--- src/rtl/fpc_pkg.sv ---
package fpc_pkg;

  localparam int NUM_FMT  = 3;
  localparam int CLASS_W  = 10;
  localparam int OPND_W   = 64;

  typedef enum logic [1:0] {
    FMT_HALF    = 2'd0,
    FMT_SINGLE  = 2'd1,
    FMT_DOUBLE  = 2'd2,
    FMT_DOUBLE2 = 2'd3
  } fpc_fmt_e;

  // Bit positions of the class mask.
  localparam int CLS_NEG_INF  = 0;
  localparam int CLS_NEG_NORM = 1;
  localparam int CLS_NEG_SUB  = 2;
  localparam int CLS_NEG_ZERO = 3;
  localparam int CLS_POS_ZERO = 4;
  localparam int CLS_POS_SUB  = 5;
  localparam int CLS_POS_NORM = 6;
  localparam int CLS_POS_INF  = 7;
  localparam int CLS_SNAN     = 8;
  localparam int CLS_QNAN     = 9;

  // Condensed field facts shared by every format.
  typedef struct packed {
    logic sign;
    logic exp_ones;
    logic exp_zero;
    logic frac_zero;
    logic frac_top;
  } fpc_fields_t;

  function automatic int exp_width(input int idx);
    case (idx)
      0:       return 5;
      1:       return 8;
      default: return 11;
    endcase
  endfunction

  function automatic int frac_width(input int idx);
    case (idx)
      0:       return 10;
      1:       return 23;
      default: return 52;
    endcase
  endfunction

endpackage

--- src/rtl/fpc_field_extract.sv ---
module fpc_field_extract
  import fpc_pkg::*;
#(
  parameter int EXP_W  = 8,
  parameter int FRAC_W = 23,
  localparam int TOT_W = 1 + EXP_W + FRAC_W
) (
  input  logic [TOT_W-1:0] value,
  output fpc_fields_t      fields
);

  logic [EXP_W-1:0]  exp_f;
  logic [FRAC_W-1:0] frac_f;

  assign exp_f  = value[TOT_W-2 -: EXP_W];
  assign frac_f = value[FRAC_W-1:0];

  always_comb begin
    fields.sign      = value[TOT_W-1];
    fields.exp_ones  = &exp_f;
    fields.exp_zero  = ~|exp_f;
    fields.frac_zero = ~|frac_f;
    fields.frac_top  = frac_f[FRAC_W-1];
  end

endmodule

--- src/rtl/fpc_decode.sv ---
module fpc_decode
  import fpc_pkg::*;
(
  input  fpc_fields_t        fields,
  output logic [CLASS_W-1:0] mask
);

  always_comb begin
    mask = '0;
    if (fields.exp_ones && fields.frac_zero) begin
      mask[fields.sign ? CLS_NEG_INF : CLS_POS_INF] = 1'b1;
    end else if (fields.exp_zero && fields.frac_zero) begin
      mask[fields.sign ? CLS_NEG_ZERO : CLS_POS_ZERO] = 1'b1;
    end else if (fields.exp_zero) begin
      mask[fields.sign ? CLS_NEG_SUB : CLS_POS_SUB] = 1'b1;
    end else if (fields.exp_ones) begin
      mask[fields.frac_top ? CLS_QNAN : CLS_SNAN] = 1'b1;
    end else begin
      mask[fields.sign ? CLS_NEG_NORM : CLS_POS_NORM] = 1'b1;
    end
  end

endmodule

--- src/rtl/fpc_out_stage.sv ---
module fpc_out_stage #(
  parameter int W = 10
) (
  input  logic         clk,
  input  logic         rst_n,
  input  logic         in_valid,
  output logic         in_ready,
  input  logic [W-1:0] in_data,
  output logic         out_valid,
  input  logic         out_ready,
  output logic [W-1:0] out_data
);

  logic load;

  assign in_ready = !out_valid || out_ready;
  assign load     = in_valid && in_ready;

  always_ff @(posedge clk or negedge rst_n) begin
    if (!rst_n) begin
      out_valid <= 1'b0;
      out_data  <= '0;
    end else if (load) begin
      out_valid <= 1'b1;
      out_data  <= in_data;
    end else if (out_ready) begin
      out_valid <= 1'b0;
    end
  end

endmodule

--- src/rtl/fp_classify.sv ---
module fp_classify
  import fpc_pkg::*;
#(
  parameter int XLEN = 64
) (
  input  logic            clk,
  input  logic            rst_n,
  input  logic            in_valid,
  output logic            in_ready,
  input  logic [1:0]      in_fmt,
  input  logic [63:0]     in_operand,
  output logic            out_valid,
  input  logic            out_ready,
  output logic [XLEN-1:0] out_class
);

  localparam int PAD_W = XLEN - CLASS_W;

  fpc_fields_t        fmt_fields [NUM_FMT];
  fpc_fields_t        sel_fields;
  logic [CLASS_W-1:0] mask_d;
  logic [CLASS_W-1:0] mask_q;

  for (genvar g = 0; g < NUM_FMT; g++) begin : g_fmt
    localparam int EW = exp_width(g);
    localparam int FW = frac_width(g);
    fpc_field_extract #(
      .EXP_W (EW),
      .FRAC_W(FW)
    ) u_extract (
      .value (in_operand[EW+FW:0]),
      .fields(fmt_fields[g])
    );
  end

  always_comb begin
    case (fpc_fmt_e'(in_fmt))
      FMT_HALF:   sel_fields = fmt_fields[0];
      FMT_SINGLE: sel_fields = fmt_fields[1];
      default:    sel_fields = fmt_fields[NUM_FMT-1];
    endcase
  end

  fpc_decode u_decode (
    .fields(sel_fields),
    .mask  (mask_d)
  );

  fpc_out_stage #(
    .W(CLASS_W)
  ) u_stage (
    .clk      (clk),
    .rst_n    (rst_n),
    .in_valid (in_valid),
    .in_ready (in_ready),
    .in_data  (mask_d),
    .out_valid(out_valid),
    .out_ready(out_ready),
    .out_data (mask_q)
  );

  assign out_class = {{PAD_W{1'b0}}, mask_q};

endmodule

--- config.mk ---
export PLATFORM = sky130hd
export DESIGN_NAME = fp_classify
export DESIGN_NICKNAME = d
export VERILOG_FILES = /design/src/rtl/fpc_pkg.sv /design/src/rtl/fpc_field_extract.sv /design/src/rtl/fpc_decode.sv /design/src/rtl/fpc_out_stage.sv /design/src/rtl/fp_classify.sv
export SDC_FILE = /design/constraint.sdc
export NUM_CORES = 1
export LEC_CHECK = 0
export CORE_ASPECT_RATIO = 1.2
export CORE_MARGIN = 2
export CORE_UTILIZATION = 52
export CTS_BUF_LIST = sky130_fd_sc_hd__clkbuf_8
export DETAILED_ROUTE_END_ITERATION = 10
export DONT_BUFFER_PORTS = 1
export HOLD_SLACK_MARGIN = 0.08
export MAX_ROUTING_LAYER = met4
export PLACE_DENSITY = 0.7
export SYNTH_ARGS = -nofsm -noshare
export SYNTH_HDL_FRONTEND = slang
export SYNTH_SLANG_ARGS = --single-unit
--- constraint.sdc ---
create_clock -name clk -period 1.45 [get_ports clk]
set_input_delay 0.0725 -clock clk [delete_from_list [all_inputs] [get_ports clk]]
set_output_delay 0.0725 -clock clk [all_outputs]
set_load 0.02 [all_outputs]
=== Word level (Yosys, flattened, before mapping) ===
Cells that the tools add are included.

* Add/subtract/negate cells: 0
* Multiply operators: 0
* Div/mod/pow operators: 0
* $lt $le $gt $ge: 10
* Equal/unequal tests: 1
* Shift-type cells: 0
* Muxes and demuxes: 22
* Bitwise gates (word level): 0
* Reductions and logical operators: 27

{| class="wikitable"
|+ Operators by type and width
! cell !! count
|-
| $ge 32x1->1 const B || 5
|-
| $lt 32x6->1 const B || 5
|-
| $reduce_or 52->1 || 1
|-
| $mux 10 || 4
|-
| $reduce_or 23->1 || 1
|-
| $demux 1 s4 || 5
|-
| $mux 3 || 4
|-
| $reduce_and 11->1 || 1
|-
| $reduce_or 11->1 || 1
|-
| $pmux 5 s2 || 1
|-
| $reduce_or 10->1 || 1
|-
| $logic_and 1x1->1 || 8
|-
| $mux 1 || 8
|-
| $reduce_and 8->1 || 1
|-
| $reduce_or 8->1 || 1
|-
| $logic_not 1->1 || 7
|-
| $reduce_and 5->1 || 1
|-
| $reduce_or 5->1 || 1
|-
| $eq 2x1->1 const B || 1
|-
| $logic_not 2->1 || 1
|-
| $reduce_bool 2->1 || 1
|-
| $logic_or 1x1->1 || 1
|}

* Flip-flop bits (word level): 11
* Latch bits: 0
* RAM bits: 0
* ROM bits: 0
* Output and inout port bits: 66
* Memories kept: 0

=== Depth between registers and ports, before layout ===
Gate-level depths: netlist of run 1.

* Depth after elaboration: 12
* Depth in mapped cells: 6
* Gate-level depth less buffers: 5

=== Cells and area by module ===
A second synthesis of run 1 with hierarchy kept.

* Cells, all modules: 161
* Area, all modules: 1,427.6 µm²

{| class="wikitable"
|+ Modules (own cells, without submodules)
! module !! instances !! cells each !! area each (µm²)
|-
| fp_classify || 1 || 72 || 519.2
|-
| fpc_out_stage || 1 || 24 || 465.4
|-
| fpc_field_extract (g_fmt[2].u_extract) || 1 || 28 || 181.4
|-
| fpc_field_extract (g_fmt[1].u_extract) || 1 || 17 || 100.1
|-
| fpc_decode || 1 || 10 || 95.1
|-
| fpc_field_extract (g_fmt[0].u_extract) || 1 || 10 || 66.3
|}

=== Worst setup path after synthesis of run 1 ===
OpenSTA, ideal clock, no wires.

* Path kind: register to register
* Start: reg u_stage.out_valid
* End: reg u_stage.out_data[2]
* Data arrival time: 1,367 ps
* Data required time: 1,329 ps
* Path slack: -38 ps
* Cell stages (with the launch flop): 5
* Buffers on the path: 1
* Clock period less this slack: 1,488 ps
* Cells stage by stage: dfrtp_1 nand2b_1 nand2_1 clkbuf_1 a22o_1

* Word-level cells in the longest chain between the ends: 3

{| class="wikitable"
|+ RTL lines
! item !! line !! source
|-
| start, declared || fpc_out_stage.sv:9 || <nowiki>output logic out_valid,</nowiki>
|-
| start signal, assigned || fpc_out_stage.sv:21 || <nowiki>out_valid <= 1'b0;</nowiki>
|-
| start signal, assigned || fpc_out_stage.sv:24 || <nowiki>out_valid <= 1'b1;</nowiki>
|-
| start signal, assigned || fpc_out_stage.sv:27 || <nowiki>out_valid <= 1'b0;</nowiki>
|-
| $logic_not 1->1 || fpc_out_stage.sv:16 || <nowiki>assign in_ready = !out_valid || out_ready;</nowiki>
|-
| $logic_or 1x1->1 || fpc_out_stage.sv:16 ||
|-
| via in_ready || fp_classify.sv:9 || <nowiki>output logic in_ready,</nowiki>
|-
| $logic_and 1x1->1 || fpc_out_stage.sv:17 || <nowiki>assign load = in_valid && in_ready;</nowiki>
|-
| end signal, assigned || fpc_out_stage.sv:25 || <nowiki>out_data <= in_data;</nowiki>
|-
| end, declared || fpc_out_stage.sv:11 || <nowiki>output logic [W-1:0] out_data</nowiki>
|}

The timed path passes the listed nets, and every way through them passes these cells.
A chain may end at the register's enable or synchronous reset.

=== Worst setup path in the final report of run 1 ===
* Start: reg u_stage.out_valid
* End: reg u_stage.out_data[8]

* Word-level cells in the longest chain between the ends: 3

{| class="wikitable"
|+ RTL lines
! item !! line
|-
| $logic_not 1->1 || fpc_out_stage.sv:16
|-
| $logic_or 1x1->1 || fpc_out_stage.sv:16
|-
| $logic_and 1x1->1 || fpc_out_stage.sv:17
|}

No other way between the ends.

==> key figures, run 1 <==
Outcome
  • Outcome: finished, final reports clean

Timing
  • Final critical-path share of the clock period: 81.1%
  • Max-slew violations: 0
  • Slew @ Worst Pin: 0.504 ns
  • Setup Skew: 0.00351 ns
  • Fmax: 0.851 GHz
  • Headroom to the max-slew limit: 66.1%
  • Final setup viols: 0
  • RSZ-0062 raised after global routing: no
  • Min Tclk post-route: 1.18 ns
  • Setup TNS: 0 ns
  • PnR worst setup slack: 0.275 ns
  • Hold Vio Cnt, Final: 0

Route
  • Total routed wirelength: 2420 um
  • Vias post-DR: 919
  • Routed Antenna Nets: 0
  • Pre-antenna DRT Iters: 5
  • Via density: 5.08
  • Routed len/inst: 13.4 um
  • DRC Markers: 0
  • Starting DRC count in detailed routing: 15

Clocking
  • Max Root-Sink Buffers: 2
  • PostCTS Resize Cnt: 0
  • CTS tree: built
  • Total CTS buffers: 3
  • CTS sink count: 11
  • Post-CTS setup buffers: 0
  • Clock Latency Late Sink: 0.23 ns
  • Hold-fix buffers, CTS: 2
  • Clock Tree Root: clkbuf_8
  • CTS HTree Levels: 1
  • Clock transition at the registers of the reported paths: 0.05 ns

Logic synthesis
  • Seq cells post-synth: 11
  • Sequential share of the synthesized area: 21.9%
  • Synthesized area: 1260 um2
  • Yosys Warn Count: 0
  • Mapped Avg Cell Area: 8.66 um2
  • Top-area cell type share of the netlist area: 32.9%
  • Leading post-synthesis cells by cell area: buf_4 33%, dfrtp_1 22%, nor4_1 5.5%
  • Mapped Cells: 145
  • Cell taking the most area after synthesis: buf_4
  • Unique masters post-synth: 39

Floorplanning
  • Die area: 2830 um2
  • Num ports: 136
  • Starting density of the core: 55.0%
  • Die X: 48.9 um
  • Die H: 57.8 um
  • Core ar.: 2280 um2
  • Rows: 19

Worst setup path
  • Critical path arrival: 1.29 ns
  • CP Max Fanout: 15
  • Worst path required time: 1.57 ns
  • CP startpoint kind: flip-flop
  • WS Path Type: reg2reg
  • CP Capture Type: flip-flop

Power and ir drop
  • Sw Pwr: 309 uW
  • Switching power share of the total: 35.6%
  • Static Leak: 0.000521 uW
  • Combinational share of power: 26.4%
  • Flop pwr share: 40.3%
  • Clock network power share: 33.3%
  • Total power: 869 uW
  • Power Density: 751 nW/um2
  • Worst vdd ir: 0.464 mV
  • Internal: 559 uW

Layout
  • Final Non-Filler Cells: 181
  • Share of layout cells above drive strength 1: 14.7%
  • Ant. Diodes: 0
  • Area growth syn-to-layout: -7.97%
  • Fin nets: 221
  • Finished Core Util: 50.7%

Place
  • Final Wtd Congestion: 0.784
  • Port Buf Inserts: 0
  • Post-place setup slack: 0.108 ns
  • Post-DP HPWL: 2200 um
  • Cells after DPL: 175

Worst hold path
  • Class of the worst hold path: in2reg

Global route
  • Initial antenna violation count: 0
  • First-pass GRT wire length: 3750 um
  • Total grt overflow: 0
  • Vias in the first global route: 902
  • GRT Total Usage: 17.5%
  • Largest net degree at the start of global routing: 16

Flow run
  • MaxCap Viol Count: 0
-- per-stage QoR --
| stage | cell area [um2] | hold WS [ns] |
|---|---|---|
| after floorplan | 1460 | -0.223 |
| after global placement | 1090 | -0.223 |
| after detailed placement | 1090 | -0.223 |
| after CTS | 1160 | 0.101 |
| after global routing | 1160 | 0.114 |
| final | 1160 | 0.108 |
-- synth_stat cells --
master and n:
nand4_1 6, mux2i_4 1, a41o_1 1, inv_1 2, nand2_1 9, nand4b_1 1, nand2_2 1, clkbuf_1 1
mux2_2 1, and3b_1 1, a22oi_2 1, buf_4 55, dfrtp_1 11, a32o_1 1, nor4_2 3, and4b_1 1
o41ai_1 1, conb_1 1, o41ai_2 1, nor3b_1 1, nor4_1 11, nand2b_1 3, and3_1 1, or3_4 1
a22o_2 1, nor2_1 5, nor4b_2 1, and2_1 1, buf_6 1, nand3_1 3, a22o_1 3, nor4b_1 1
mux2i_1 1, o22ai_1 1, nor2_2 1, nor3_1 1, o21ai_0 3, o31ai_1 3, nor3_2 3
-- final cells by class --
type	count	area, um2
Sequential cell	11	275
Clock inverter	1	3.75
Fill cell	216	1130
Inverter	2	7.51
Clock buffer	3	41.3
Tap cell	31	38.8
Multi-Input combinational cell	128	747
Timing Repair Buffer	5	42.5
-- final timing paths --
kind	slack (ns)	from	endpoint	depth (start not counted)
hold reg to reg	0.61	u_stage.out_data[5]	u_stage.out_data[5]	2
max in group asynchronous	0.89	rst_n	u_stage.out_data[5]	1
setup reg to reg	0.27	u_stage.out_valid	u_stage.out_data[8]	4
min in group asynchronous	0.24	rst_n	u_stage.out_data[4]	1
setup / recovery	0.27	u_stage.out_valid	u_stage.out_data[8]	4
hold / removal	0.11	in_operand[51]	u_stage.out_data[8]	3
-- power groups by stage --
stage / combinational [uW] / sequential [uW] / clock, uW
after floorplan: 317 / 355 / 0
after global placement: 214 / 356 / 0
after detailed placement: 216 / 356 / 0
after CTS: 227 / 351 / 300
after global routing: 248 / 352 / 322
final: 229 / 350 / 289
-- metal layers --
| metal | track usage (%) | wire (um) | vias to the layer above |
|---|---|---|---|
| met4 | 4.49 | 10 | 0 |
| met5 | - | 0 | - |
| met3 | 5.15 | 225 | 2 |
| met2 | 32.9 | 1370 | 62 |
| li1 | - | - | 428 |
| met1 | 17.8 | 819 | 427 |
-- cells in the final DEF (no fill, tap or decap), drive strengths merged --
master       netlist  final
o31ai              3      3
nand2             10     10
a22oi              1      1
clkbuf             1      3
nand4              6      6
and4b              1      1
a22o               4      4
inv                2      3
o41ai              2      2
buf               56      3
nor4              14     14
nand4b             1      1
mux2i              2      2
nand3              3      3
conb               1     54
and3               1      1
dlygate4sd3        0      2
dfrtp             11     11
nor3               4      4
a41o               1      1
mux2               1      1
and2               1      1
nor3b              1      1
nor2               6      6
nor4b              2      2
and3b              1      1
o21ai              3      3
o22ai              1      1
or3                1      1
a32o               1      1
nand2b             3      3
-- state kept, by name, indices dropped and copies added, names as in the netlist --
signal and count:
u_stage.out_data 10, u_stage.out_valid 1
-- cells by family after synthesis --
family / count (synthesis) / share of synthesized area (%)
AO/OA/AOI/OAI: 16 / 11.0
multiplexers: 3 / 3.49
other: 1 / 0.299
buffers and inverters: 59 / 34.7
flip-flops: 11 / 21.9
AND/OR/NAND/NOR: 55 / 28.7
-- critical path, stage by stage, from the launching register on --
cell and delay (ns):
dfrtp_1 0.38, nand2b_2 0.08, nand2_1 0.08, buf_4 0.19, o41ai_1 0.34
(Power assumes the default switching activity.)
==> run 2: changes to the inputs <==
--- a/config.mk
+++ b/config.mk
@@ -13,7 +13,7 @@
 export DONT_BUFFER_PORTS = 1
 export HOLD_SLACK_MARGIN = 0.08
 export MAX_ROUTING_LAYER = met4
-export PLACE_DENSITY = 0.7
+export PLACE_DENSITY = 0.73
 export SYNTH_ARGS = -nofsm -noshare
 export SYNTH_HDL_FRONTEND = slang
 export SYNTH_SLANG_ARGS = --single-unit
==> constraint.sdc (replaced) <==
create_clock -name clk -period 0.95 [get_ports clk]
set_input_delay 0.0475 -clock clk [delete_from_list [all_inputs] [get_ports clk]]
set_output_delay 0.0475 -clock clk [all_outputs]
set_load 0.02 [all_outputs]
==> run 2 against run 1 <==
The flow now finishes with violations (hold timing, setup timing). Count of clock-buffer cells in the layout did not move. Clock skew shrank 0.0024 ns. Clock power grew 54%. First-iteration DRC count shrank 27%. Sequential share of layout area shrank 3.7 points. Core utilization is 9.6 points higher. Critical endpoint is now u_stage.out_data[7]. Critical path type unchanged.
==> key figures, run 2 (same netlist as run 1, synthesis figures left out) <==
Worst setup path
  • Worst Path Buf+Inv: 0 (-1)
  • Register-to-register setup slack: -0.15 ns (-0.42 ns)
  • CP startpoint kind: flip-flop
  • Crit-path max cell delay: 0.38 ns (about the same)
  • CP Capture Type: flip-flop
  • Worst path required time: 1.07 ns (-0.50 ns)
  • Crit path to: u_stage.out_data[7]
  • Critical-path cell list: nand2b_4, nand2_8, and3b_1, a32o_1
  • CP Max Fanout: 6 (-9)
  • Reg-to-reg startpoint: u_stage.out_valid
  • WS Path Type: reg2reg
  • RR Endpoint: u_stage.out_data[7]
  • Crit path launch: u_stage.out_valid
  • Slowest cell on the critical path: dfrtp_2
  • Critical path arrival: 1.22 ns (-0.07 ns)
  • WP depth: 4 (unchanged)
  • Crit path max-delay family: flip-flops
  • Cell count of the worst reg-to-reg path: 4 (unchanged)

Layout
  • Fin nets: 238 (+7.7%)
  • Area growth syn-to-layout: 9.56%
  • Number of flip-flops in the largest register: 10 (unchanged)
  • Final Non-Filler Cells: 198 (+9.4%)
  • Largest registers: u_stage.out_data (10), u_stage.out_valid (1)
  • Most common cell after layout, fill and taps aside: conb_1
  • Largest Register: u_stage.out_data
  • Ant. Diodes: 0 (unchanged)
  • Most frequent cells in the layout: 54 x conb_1, 17 x buf_4, 11 x nor4_1
  • Design area: 1380 um2 (+19%)
  • Share of layout cells above drive strength 1: 28.7% (+14 points)
  • Finished Core Util: 60.3% (+9.6 points)

Place
  • Area after DPL: 1220 um2 (+12%)
  • Cells after DPL: 189 (+8.0%)
  • Final Wtd Congestion: 0.773 (-1.4%)
  • Port Buf Inserts: 0 (unchanged)
  • Post-DP HPWL: 2530 um (+15%)

Timing
  • RSZ-0062 raised after global routing: yes
  • Max-slew violations: 0 (unchanged)
  • Final critical-path share of the clock period: 115% (+34 points)
  • PnR worst setup slack: -0.147 ns (-0.422 ns)
  • Hold Vio Cnt, Final: 2 (+2)
  • Setup Skew: 0.00107 ns (-0.00244 ns)
  • Fmax: 0.912 GHz (+7.2%)
  • Worst hold slack: -0.0817 ns (-0.190 ns)
  • Final setup viols: 11 (+11)
  • Min Tclk post-route: 1.10 ns (-0.0784 ns)

Global route
  • GRT Total Usage: 19.0% (+1.4 points)
  • Initial antenna violation count: 0 (unchanged)
  • Vias in the first global route: 912 (+1.1%)
  • Total grt overflow: 0 (unchanged)
  • First-pass GRT wire length: 4100 um (+9.4%)
  • Largest net degree at the start of global routing: 12 (-4)

Floorplanning
  • Starting density of the core: 55.0% (unchanged)
  • Num ports: 136 (unchanged)
  • Die area: 2830 um2 (unchanged)
  • Core ar.: 2280 um2 (unchanged)
  • Rows: 19 (unchanged)
  • Die H: 57.8 um (unchanged)
  • Die X: 48.9 um (unchanged)

Power and ir drop
  • Combinational share of power: 32.3% (+5.9 points)
  • Internal: 916 uW (+64%)
  • Worst vdd ir: 0.558 mV (+20%)
  • Power Density: 1030 nW/um2 (+37%)
  • Static Leak: 0.000651 uW (+25%)
  • Clock network power share: 31.4% (-1.9 points)
  • Sw Pwr: 506 uW (+64%)
  • Switching power share of the total: 35.6% (about the same)
  • Flop pwr share: 36.4% (-3.9 points)

Route
  • Routed len/inst: 14.5 um (+8.7%)
  • Starting DRC count in detailed routing: 11 (-4)
  • Via density: 5.14 (+1.3%)
  • Total routed wirelength: 2880 um (+19%)
  • DRC Markers: 0 (unchanged)
  • Pre-antenna DRT Iters: 4 (-1)
  • Routed Antenna Nets: 0 (unchanged)
  • Vias post-DR: 1018 (+11%)

Clocking
  • Total CTS buffers: 3 (unchanged)
  • CTS HTree Levels: 1 (unchanged)
  • Hold-fix buffers, CTS: 1 (-1)
  • Max Root-Sink Buffers: 2 (unchanged)
  • CTS sink count: 11 (unchanged)
  • Clock transition at the registers of the reported paths: 0.05 ns (about the same)
  • Clock Latency Late Sink: 0.23 ns (about the same)
  • Clock Tree Root: clkbuf_8
  • CTS tree: built

Worst hold path
  • Class of the worst hold path: in2reg

Flow run
  • MaxCap Viol Count: 0 (unchanged)

Outcome
  • Violated checks: hold timing, setup timing
  • Outcome: finished with violations
==> run 2: routing by layer <==
layer  global-route usage, %  wire length [um]
met1                    20.1               946
met3                    4.64               271
met2                    34.2              1640
met4                    6.94                23
met5                       -                 0
==> run 2: per-stage QoR <==
step	total power (uW)	TNS, ns	setup slack (ns)
floorplan	1040	-1.52	-0.205
global placement	917	-1.43	-0.218
detailed placement	923	-2.15	-0.306
CTS	1410	-1.07	-0.148
global route	1480	-1.49	-0.177
finish	1420	-1.13	-0.147
==> run 2: repair_timing <==
item / in CTS / in global routing
gates cloned: 1 / 0
pin swaps: 1 / 1
resized for setup: 5 / 6
endpoints found under the hold margin: 17 / 6
buffers inserted: 2 / 1
setup endpoints to repair: 9 / 11
==> run 2: power by group through the flow <==
stage / clock network (uW) / logic (uW) / registers (uW)
5_1_grt: 473 / 488 / 519
2_1_floorplan: 0 / 501 / 543
3_3_place_gp: 0 / 394 / 523
4_1_cts: 457 / 438 / 517
3_5_place_dp: 0 / 400 / 523
6_report: 446 / 459 / 517
==> run 2: how the worst min path moves through the flow <==
stage                        start                   to  slack [ns]  depth (start not counted)
after floorplan              rst_n  u_stage.out_data[0]       -0.25                          0
after global placement       rst_n  u_stage.out_data[3]       -0.25                          0
after detailed placement     rst_n  u_stage.out_data[5]       -0.25                          0
after CTS                 in_valid    u_stage.out_valid       -0.08                          1
after global routing      in_valid    u_stage.out_valid       -0.08                          1
final                     in_valid    u_stage.out_valid       -0.08                          1
==> run 2: final cells by class <==
class	count	area, um2
Fill cell	217	906
Multi-Input combinational cell	129	837
Inverter	2	7.51
Clock inverter	1	3.75
Tap cell	31	38.8
Timing Repair Buffer	21	171
Clock buffer	3	41.3
Sequential cell	11	277
